[src/rtl/sema_pkg.sv]
package sema_pkg;
    typedef enum logic [2:0] {
        SEM_FREE        = 3'd0,
        SEM_LEFT        = 3'd1,
        SEM_RIGHT       = 3'd2,
        SEM_LEFT_RWAIT  = 3'd3,
        SEM_RIGHT_LWAIT = 3'd4
    } sem_state_e;
endpackage

[src/rtl/sema_port_dec.sv]
module sema_port_dec #(
    parameter int NUM_SEM = 8,
    localparam int ADDR_W = $clog2(NUM_SEM)
) (
    input  logic              ce_n,
    input  logic              sel_n,
    input  logic              we_n,
    input  logic [ADDR_W-1:0] addr,
    input  logic              wbit,
    output logic [NUM_SEM-1:0] req,
    output logic [NUM_SEM-1:0] rel,
    output logic              rd_act
);
    logic acc;
    assign acc    = ce_n && !sel_n;
    assign rd_act = acc && we_n;

    for (genvar i = 0; i < NUM_SEM; i++) begin : g_dec
        logic hit;
        assign hit    = acc && !we_n && (addr == ADDR_W'(i));
        assign req[i] = hit && !wbit;
        assign rel[i] = hit && wbit;
    end
endmodule

[src/rtl/sema_cell.sv]
module sema_cell
    import sema_pkg::*;
(
    input  logic clk,
    input  logic rst_n,
    input  logic l_req,
    input  logic l_rel,
    input  logic r_req,
    input  logic r_rel,
    output logic own_l,
    output logic own_r,
    output logic wait_l,
    output logic wait_r
);
    sem_state_e state_q, state_d;

    always_comb begin
        state_d = state_q;
        unique case (state_q)
            SEM_FREE: begin
                if (l_req && r_req)  state_d = SEM_LEFT_RWAIT;
                else if (l_req)      state_d = SEM_LEFT;
                else if (r_req)      state_d = SEM_RIGHT;
            end
            SEM_LEFT: begin
                if (l_rel)           state_d = r_req ? SEM_RIGHT : SEM_FREE;
                else if (r_req)      state_d = SEM_LEFT_RWAIT;
            end
            SEM_RIGHT: begin
                if (r_rel)           state_d = l_req ? SEM_LEFT : SEM_FREE;
                else if (l_req)      state_d = SEM_RIGHT_LWAIT;
            end
            SEM_LEFT_RWAIT: begin
                if (l_rel && r_rel)  state_d = SEM_FREE;
                else if (l_rel)      state_d = SEM_RIGHT;
                else if (r_rel)      state_d = SEM_LEFT;
            end
            SEM_RIGHT_LWAIT: begin
                if (l_rel && r_rel)  state_d = SEM_FREE;
                else if (r_rel)      state_d = SEM_LEFT;
                else if (l_rel)      state_d = SEM_RIGHT;
            end
            default:                 state_d = SEM_FREE;
        endcase
    end

    always_ff @(posedge clk or negedge rst_n) begin
        if (!rst_n) state_q <= SEM_FREE;
        else        state_q <= state_d;
    end

    always_comb begin
        own_l  = 1'b0;
        own_r  = 1'b0;
        wait_l = 1'b0;
        wait_r = 1'b0;
        unique case (state_q)
            SEM_FREE:        ;
            SEM_LEFT:        own_l = 1'b1;
            SEM_RIGHT:       own_r = 1'b1;
            SEM_LEFT_RWAIT:  begin own_l = 1'b1; wait_r = 1'b1; end
            SEM_RIGHT_LWAIT: begin own_r = 1'b1; wait_l = 1'b1; end
            default:         ;
        endcase
    end
endmodule

[src/rtl/sema_unit.sv]
module sema_unit #(
    parameter int NUM_SEM = 8,
    parameter int DATA_W  = 16,
    localparam int ADDR_W = $clog2(NUM_SEM)
) (
    input  logic              clk,
    input  logic              rst_n,
    input  logic              l_ce_n,
    input  logic              l_sel_n,
    input  logic              l_we_n,
    input  logic [ADDR_W-1:0] l_addr,
    input  logic              l_wbit,
    output logic [DATA_W-1:0] l_rdata,
    input  logic              r_ce_n,
    input  logic              r_sel_n,
    input  logic              r_we_n,
    input  logic [ADDR_W-1:0] r_addr,
    input  logic              r_wbit,
    output logic [DATA_W-1:0] r_rdata
);
    logic [NUM_SEM-1:0] l_req, l_rel, r_req, r_rel;
    logic [NUM_SEM-1:0] own_l, own_r, wait_l, wait_r;
    logic               l_rd, r_rd;

    sema_port_dec #(.NUM_SEM(NUM_SEM)) u_dec_l (
        .ce_n(l_ce_n), .sel_n(l_sel_n), .we_n(l_we_n), .addr(l_addr),
        .wbit(l_wbit), .req(l_req), .rel(l_rel), .rd_act(l_rd)
    );

    sema_port_dec #(.NUM_SEM(NUM_SEM)) u_dec_r (
        .ce_n(r_ce_n), .sel_n(r_sel_n), .we_n(r_we_n), .addr(r_addr),
        .wbit(r_wbit), .req(r_req), .rel(r_rel), .rd_act(r_rd)
    );

    for (genvar i = 0; i < NUM_SEM; i++) begin : g_cell
        sema_cell u_cell (
            .clk(clk), .rst_n(rst_n),
            .l_req(l_req[i]), .l_rel(l_rel[i]),
            .r_req(r_req[i]), .r_rel(r_rel[i]),
            .own_l(own_l[i]), .own_r(own_r[i]),
            .wait_l(wait_l[i]), .wait_r(wait_r[i])
        );
    end

    assign l_rdata = l_rd ? {DATA_W{~own_l[l_addr]}} : '0;
    assign r_rdata = r_rd ? {DATA_W{~own_r[r_addr]}} : '0;
endmodule

[config.mk]
export PLATFORM = sky130hd
export DESIGN_NAME = sema_unit
export DESIGN_NICKNAME = d
export VERILOG_FILES = /design/src/rtl/sema_pkg.sv /design/src/rtl/sema_port_dec.sv /design/src/rtl/sema_cell.sv /design/src/rtl/sema_unit.sv
export SDC_FILE = /design/constraint.sdc
export NUM_CORES = 1
export LEC_CHECK = 0
export ABC_AREA = 0
export CAP_MARGIN = 20
export CORE_MARGIN = 10
export CORE_UTILIZATION = 45
export CTS_CLUSTER_DIAMETER = 200
export CTS_CLUSTER_SIZE = 28
export DETAILED_ROUTE_END_ITERATION = 12
export PLACE_DENSITY = 0.82
export SKIP_CTS_REPAIR_TIMING = 1
export SYNTH_ARGS = -nofsm -noshare
export SYNTH_HDL_FRONTEND = slang
export SYNTH_SLANG_ARGS = --single-unit
[constraint.sdc]
create_clock -name clk -period 7.6 [get_ports clk]
set_input_delay 2.28 -clock clk [delete_from_list [all_inputs] [get_ports clk]]
set_output_delay 2.28 -clock clk [all_outputs]
set_load 0.05 [all_outputs]
==> results of run 1 <==
-- per-layer routing --
layer  vias up  global-route usage  share of wire
met3        12              0.0279          0.077
met5         -                   0              0
met2       143               0.249           0.49
li1       1388                   -              -
met1      1376               0.192           0.42
met4         0              0.0474          0.014
-- path summary, 6_finish.rpt --
path                                                      endpoint  cells past startpoint                                     from  slack (ns)
setup / recovery                                       r_rdata[14]                      9                                r_addr[0]        0.81
min in group asynchronous  g_cell[7].u_cell.state_q[1]$_DFFE_PN0P_                      2                                    rst_n        2.35
setup reg to reg           g_cell[6].u_cell.state_q[2]$_DFFE_PN0P_                      6  g_cell[6].u_cell.state_q[2]$_DFFE_PN0P_        5.51
hold reg to reg            g_cell[1].u_cell.state_q[0]$_DFFE_PN0P_                      1  g_cell[1].u_cell.state_q[1]$_DFFE_PN0P_        0.55
hold / removal             g_cell[1].u_cell.state_q[0]$_DFFE_PN0P_                      1  g_cell[1].u_cell.state_q[1]$_DFFE_PN0P_        0.55
max in group asynchronous  g_cell[1].u_cell.state_q[0]$_DFFE_PN0P_                      2                                    rst_n        4.99
-- critical path: stages --
cell             delay, ns
clkdlybuf4s50_1       0.54
and2_0                0.31
o21ai_0               0.13
o22ai_1               0.11
nor3_1                0.14
a21oi_1               0.07
nor4bb_2              0.27
buf_4                 0.44
buf_12                0.20
-- area by class of cell --
type / count / area, sq um / share of cell area
flip-flops and latches: 24 / 601 / 0.186
well taps: 75 / 93.8 / 0.0290
repair buffers: 51 / 621 / 0.192
inverters: 14 / 52.6 / 0.0162
clock buffers: 4 / 55.1 / 0.0170
multi-input cells: 294 / 1810 / 0.560
-- cells by family after synthesis --
logic type,Yosys count,synth area share
AOI/OAI and AO/OA,122,0.300
muxes,2,0.00762
buffers and inverters,71,0.140
DFF,24,0.215
and+or+nand+nor,159,0.303
xor gates and xnor gates,11,0.0345
-- Yosys cell counts (5+ instances only) --
cell type  count
a211oi_1       7
a21oi_1       27
a22oi_1        5
buf_4         30
clkbuf_1      19
dfrtp_1       24
inv_1         14
nand2_1       29
nand2b_1      11
nand3_1       11
nor2_1        47
nor2b_1       15
nor3_1        17
o21ai_0       24
o22ai_1       10
o311ai_0       6
o32ai_1        6
xor2_1         7
-- per-stage QoR --
| stage | total power, mW | util |
|---|---|---|
| 4_1_cts | 0.739 | 0.543 |
| 2_1_floorplan | 0.555 | - |
| 3_3_place_gp | 0.636 | 0.534 |
| 5_1_grt | 0.800 | 0.543 |
| 3_5_place_dp | 0.645 | 0.534 |
| 6_report | 0.742 | 0.543 |
-- power by group --
| part | switching, mW | internal [mW] |
|---|---|---|
| Combinational | 0.214 | 0.179 |
| Clock | 0.0454 | 0.0464 |
| Sequential | 0.0905 | 0.166 |
==> impl_metrics.csv, run 1 <==
group,metric,value,unit
run_status,outcome,"finished clean",
yosys,synth-seq-cells,24,
setup_path,worstSetupPathType,"input pin to primary output",
worst_hold_path,hp-class,"flip-flop to flip-flop",
clocking,clkTransAtPathRegs,0.10,ns
sta,fin_crit_sh,0.894,
global_routing,grt.overflow.total,0,
sta,fin_hold_ws,0.554,ns
clocking,clock_latency,0.28,ns
clocking,clock_path_buffers,2,
sta,setup_tns,0,ns
finish,regMostFlops,"g_cell.u_cell.state_q",
yosys,synth_top_area_cell,"dfrtp_1",
finish,fin_cells,462,
routing,drtIter0Drc,464,
sta,fin_ws,0.808,ns
sta,maxSlewViolCount,0,
placement,portBuffers,47,
global_routing,grt_pass1_wl,12.9,mm
finish,largest_reg_flops,24,
finish,layout_commonest_cell,"nor2_1",
setup_path,cp.required,5.32,ns
yosys,avgSynthCellArea,7.18,sq um
floorplan,io_pins,48,
yosys,synth_area_leaders,"dfrtp_1 22%, buf_4 8.1%, nor2_1 6.3%",
clocking,cts_tree,"built",
yosys,synth_top_area_frac,0.215,
pwr,total_leakage_power,1.20,nW
finish,drive_above_1_share,0.142,
yosys,ys_seq_area_frac,0.215,
yosys,async_flop_share,1.00,
floorplan,core_area,5960,sq um
sta,fin_skew,0.00853,ns
setup_path,critPathCaptureType,"primary output",
placement,gp_congestion,0.961,
floorplan,die_y,98.8,um
pwr,pwr_density_cell,229,nW/um^2
yosys,syn_inst,389,
yosys,ys_warn_count,0,
routing,drc,0,
clocking,cts_root_buffer,"clkbuf_8",
sta,slew_headroom,0.481,
global_routing,grt_max_degree,35,
finish,area_growth,15.9,%
flow_run,maxCapViolCount,0,
global_routing,grtUsageTotal,0.151,
yosys,syn_area,2790,sq um
setup_path,crit_path_start_kind,"input pin",
yosys,ys.flop_type,"dfrtp_1",
sta,rsz0062_at_grt,"no",
routing,vias,2919,
routing,totalWireLength,7.74,mm
finish,antenna_cells,0,
finish,layout_common_cells,"47 x nor2_1, 29 x nand2_1, 27 x a21oi_1",
global_routing,antenna_found_initial,0,
yosys,synth_edf_count,0,
routing,firstDrtPassIters,6,
yosys,synth_cell_type_count,65,
setup_path,worstPathMaxFanout,16,
finish,nets,404,
floorplan,initial_core_util,0.469,
placement,dpl_cell_area,3180,sq um
clocking,ctsHtreeMaxLevel,1,
routing,detail-route-antenna-nets,0,
setup_path,worstPathArrival,4.51,ns
global_routing,grt_pass1_vias,2675,
finish,nFillCells,569,
floorplan,fp.dieW,98.8,um
clocking,cts_inserted_buffers,3,
placement,dp_slack,0.840,ns
placement,hpwl,5.75,mm
sta,fmax,147,MHz
yosys,syn_nets,405,
routing,avgRoutedWirePerCell,16.8,um
finish,reg_top3,"g_cell.u_cell.state_q: 24 flops",
sta,hold_violations,0,
pwr,ir_drop,0.134,mV
clocking,clock_sinks,24,
finish,design_area,3240,sq um
routing,vias_per_cell,6.32,
floorplan,dieArea,9750,sq um
sta,tightestPinTransition,0.772,ns
sta,min_period,6.79,ns
sta,setup_violations,0,
floorplan,rows,28,
placement,dp_cells,458,
Power figures use the tool's default switching activity.
==> run 2, diff against run 1 <==
--- a/config.mk
+++ b/config.mk
@@ -12,6 +12,7 @@
 export CTS_CLUSTER_DIAMETER = 200
 export CTS_CLUSTER_SIZE = 28
 export DETAILED_ROUTE_END_ITERATION = 12
+export GPL_TIMING_DRIVEN = 0
 export PLACE_DENSITY = 0.82
 export SKIP_CTS_REPAIR_TIMING = 1
 export SYNTH_ARGS = -nofsm -noshare
==> constraint.sdc (replaced) <==
create_clock -name clk -period 7.5 [get_ports clk]
set_input_delay 2.25 -clock clk [delete_from_list [all_inputs] [get_ports clk]]
set_output_delay 2.25 -clock clk [all_outputs]
set_load 0.02 [all_outputs]
==> run 2 against run 1 <==
  * Final area is 6.3% higher
  * Non-clock buffer count grew 54
  * Combinational power is 15% higher
  * Via count increased by 7.7%
  * Die area unchanged
  * Power decreased by 1.1%
  * Worst hold slack better by 0.0034 ns
  * Clock power decreased by 14%
  * Critical path type unchanged
  * Largest power group unchanged
  * Highest routed layer unchanged
==> impl_metrics.csv, run 2 (synthesized netlist as in run 1, its figures left out) <==
group,metric,value,unit
sta,fmax,136,MHz
clocking,clock_path_buffers,2,
routing,firstDrtPassIters,5,
pwr,p_clk_frac,0.107,
setup_path,reg2reg_slack,5.48,ns
routing,detail-route-antenna-nets,0,
routing,drtIter0Drc,224,
finish,layout_common_cells,"47 x nor2_1, 45 x clkdlybuf4s50_1, 32 x buf_4",
clocking,cts_root_buffer,"clkbuf_8",
setup_path,critPathCaptureType,"primary output",
finish,multiInputGateArea,1830,sq um
pwr,total_leakage_power,1.29,nW
routing,totalWireLength,8.14,mm
setup_path,worstPathArrival,5.08,ns
routing,vias,3143,
sta,slew_headroom,0.498,
sta,fin_skew,0.00350,ns
sta,setup_violations,0,
pwr,p_switching,335,uW
floorplan,dieArea,9750,sq um
placement,gp_congestion,0.947,
global_routing,grtUsageTotal,0.160,
pwr,p_comb_frac,0.619,
global_routing,grt_pass1_wl,13.8,mm
finish,regArea,601,sq um
global_routing,grt_pass1_vias,2886,
clocking,clkTransAtPathRegs,0.09,ns
setup_path,crit_path_start_kind,"input pin",
floorplan,rows,28,
routing,drc,0,
finish,layout_commonest_cell,"nor2_1",
global_routing,antenna_found_initial,0,
flow_run,maxCapViolCount,0,
finish,final_util,0.578,
placement,dp_cells,511,
pwr,pwr-share-seq,0.274,
floorplan,io_pins,48,
global_routing,grt.overflow.total,0,
finish,nFillCells,554,
clocking,ctsHtreeMaxLevel,1,
finish,reg_top3,"g_cell.u_cell.state_q: 24 flops",
global_routing,grt_max_degree,17,
sta,fin_crit_sh,0.977,
clocking,cts_tree,"built",
floorplan,initial_core_util,0.469,
setup_path,cp.required,5.25,ns
floorplan,die_y,98.8,um
pwr,ir_drop,0.115,mV
worst_hold_path,hp-class,"flip-flop to flip-flop",
finish,drive_above_1_share,0.125,
finish,regMostFlops,"g_cell.u_cell.state_q",
sta,maxSlewViolCount,0,
routing,vias_per_cell,6.10,
finish,area_growth,23.2,%
setup_path,worstSetupPathType,"input pin to primary output",
run_status,outcome,"finished clean",
pwr,finalPower,734,uW
pwr,pwr_density_cell,213,nW/um^2
finish,fin_cells,515,
floorplan,core_area,5960,sq um
sta,min_period,7.33,ns
sta,setup_tns,0,ns
placement,portBuffers,45,
finish,largest_reg_flops,24,
finish,nets,458,
setup_path,worstPathMaxFanout,11,
sta,tightestPinTransition,0.747,ns
finish,antenna_cells,0,
worst_hold_path,hold-path-endpoint,"g_cell[5].u_cell.state_q[2]$_DFFE_PN0P_",
routing,avgRoutedWirePerCell,15.8,um
setup_path,r2r-end,"g_cell[6].u_cell.state_q[2]$_DFFE_PN0P_",
pwr,internal_power,399,uW
placement,hpwl,6.27,mm
setup_path,reg2reg_from,"g_cell[6].u_cell.state_q[2]$_DFFE_PN0P_",
sta,rsz0062_at_grt,"no",
worst_hold_path,min_from,"g_cell[5].u_cell.state_q[0]$_DFFE_PN0P_",
worst_hold_path,hold_depth,1,
pwr,swShare,0.456,
setup_path,rr_worst_depth,6,
sta,hold_violations,0,
floorplan,fp.dieW,98.8,um
clocking,cts_inserted_buffers,3,
clocking,clock_sinks,24,
clocking,clock_latency,0.27,ns
## run 2: layout make-up
| class | instances | share of cell area |
|---|---|---|
| multi-input combinational | 294 | 0.533 |
| sequential | 24 | 0.175 |
| timing repair buffer | 48 | 0.140 |
| buffer | 57 | 0.0982 |
| tap | 75 | 0.0273 |
| inverter | 14 | 0.0153 |
| clock buffer | 3 | 0.0120 |
## run 2: power groups by stage
stage          sequential, mW  combinational [mW]  clock [mW]
4_1_cts                 0.201               0.445      0.0794
3_3_place_gp            0.200               0.428           0
6_report                0.201               0.454      0.0785
3_5_place_dp            0.203               0.443           0
5_1_grt                 0.207               0.509      0.0842
2_1_floorplan           0.194               0.343           0
## run 2: critical path, stage by stage
cell and delay, ns:
clkdlybuf4s50_1 0.58, and2_0 0.37, o21ai_0 0.16, o32ai_1 0.14
nor2_1 0.12, a21oi_1 0.12, nor4bb_4 0.40, buf_4 0.23
buf_4 0.12, clkdlybuf4s50_1 0.60
## run 2: metrics by stage
step / hold slack [ns] / area (sq um) / setup slack, ns
4_1_cts: 0.558 / 3410 / -0.0627
3_3_place_gp: 0.520 / 3340 / -0.914
6_report: 0.558 / 3440 / 0.173
2_1_floorplan: 0.489 / 2790 / 0.319
3_5_place_dp: 0.538 / 3370 / -0.0515
5_1_grt: 0.594 / 3440 / 0.0293
## run 2: worst max path at each step
| stage | cells past startpoint | to | from | slack (ns) |
|---|---|---|---|---|
| finish | 10 | r_rdata[12] | r_addr[0] | 0.17 |
| global placement | 9 | r_rdata[8] | r_addr[0] | -0.91 |
| floorplan | 7 | r_rdata[10] | r_addr[0] | 0.32 |
| global route | 8 | l_rdata[14] | l_addr[0] | 0.03 |
| CTS | 8 | l_rdata[5] | l_addr[0] | -0.06 |
| detailed placement | 8 | l_rdata[9] | l_addr[0] | -0.05 |
## run 2: metal layers
metal / up-vias / GRT usage / routed length (um) / part of all wire
li1: 1490 / - / - / -
met1: 1443 / 0.211 / 3450 / 0.42
met2: 191 / 0.261 / 3870 / 0.48
met3: 19 / 0.0251 / 702 / 0.086
met4: 0 / 0.0474 / 122 / 0.015
met5: - / 0 / 0 / 0
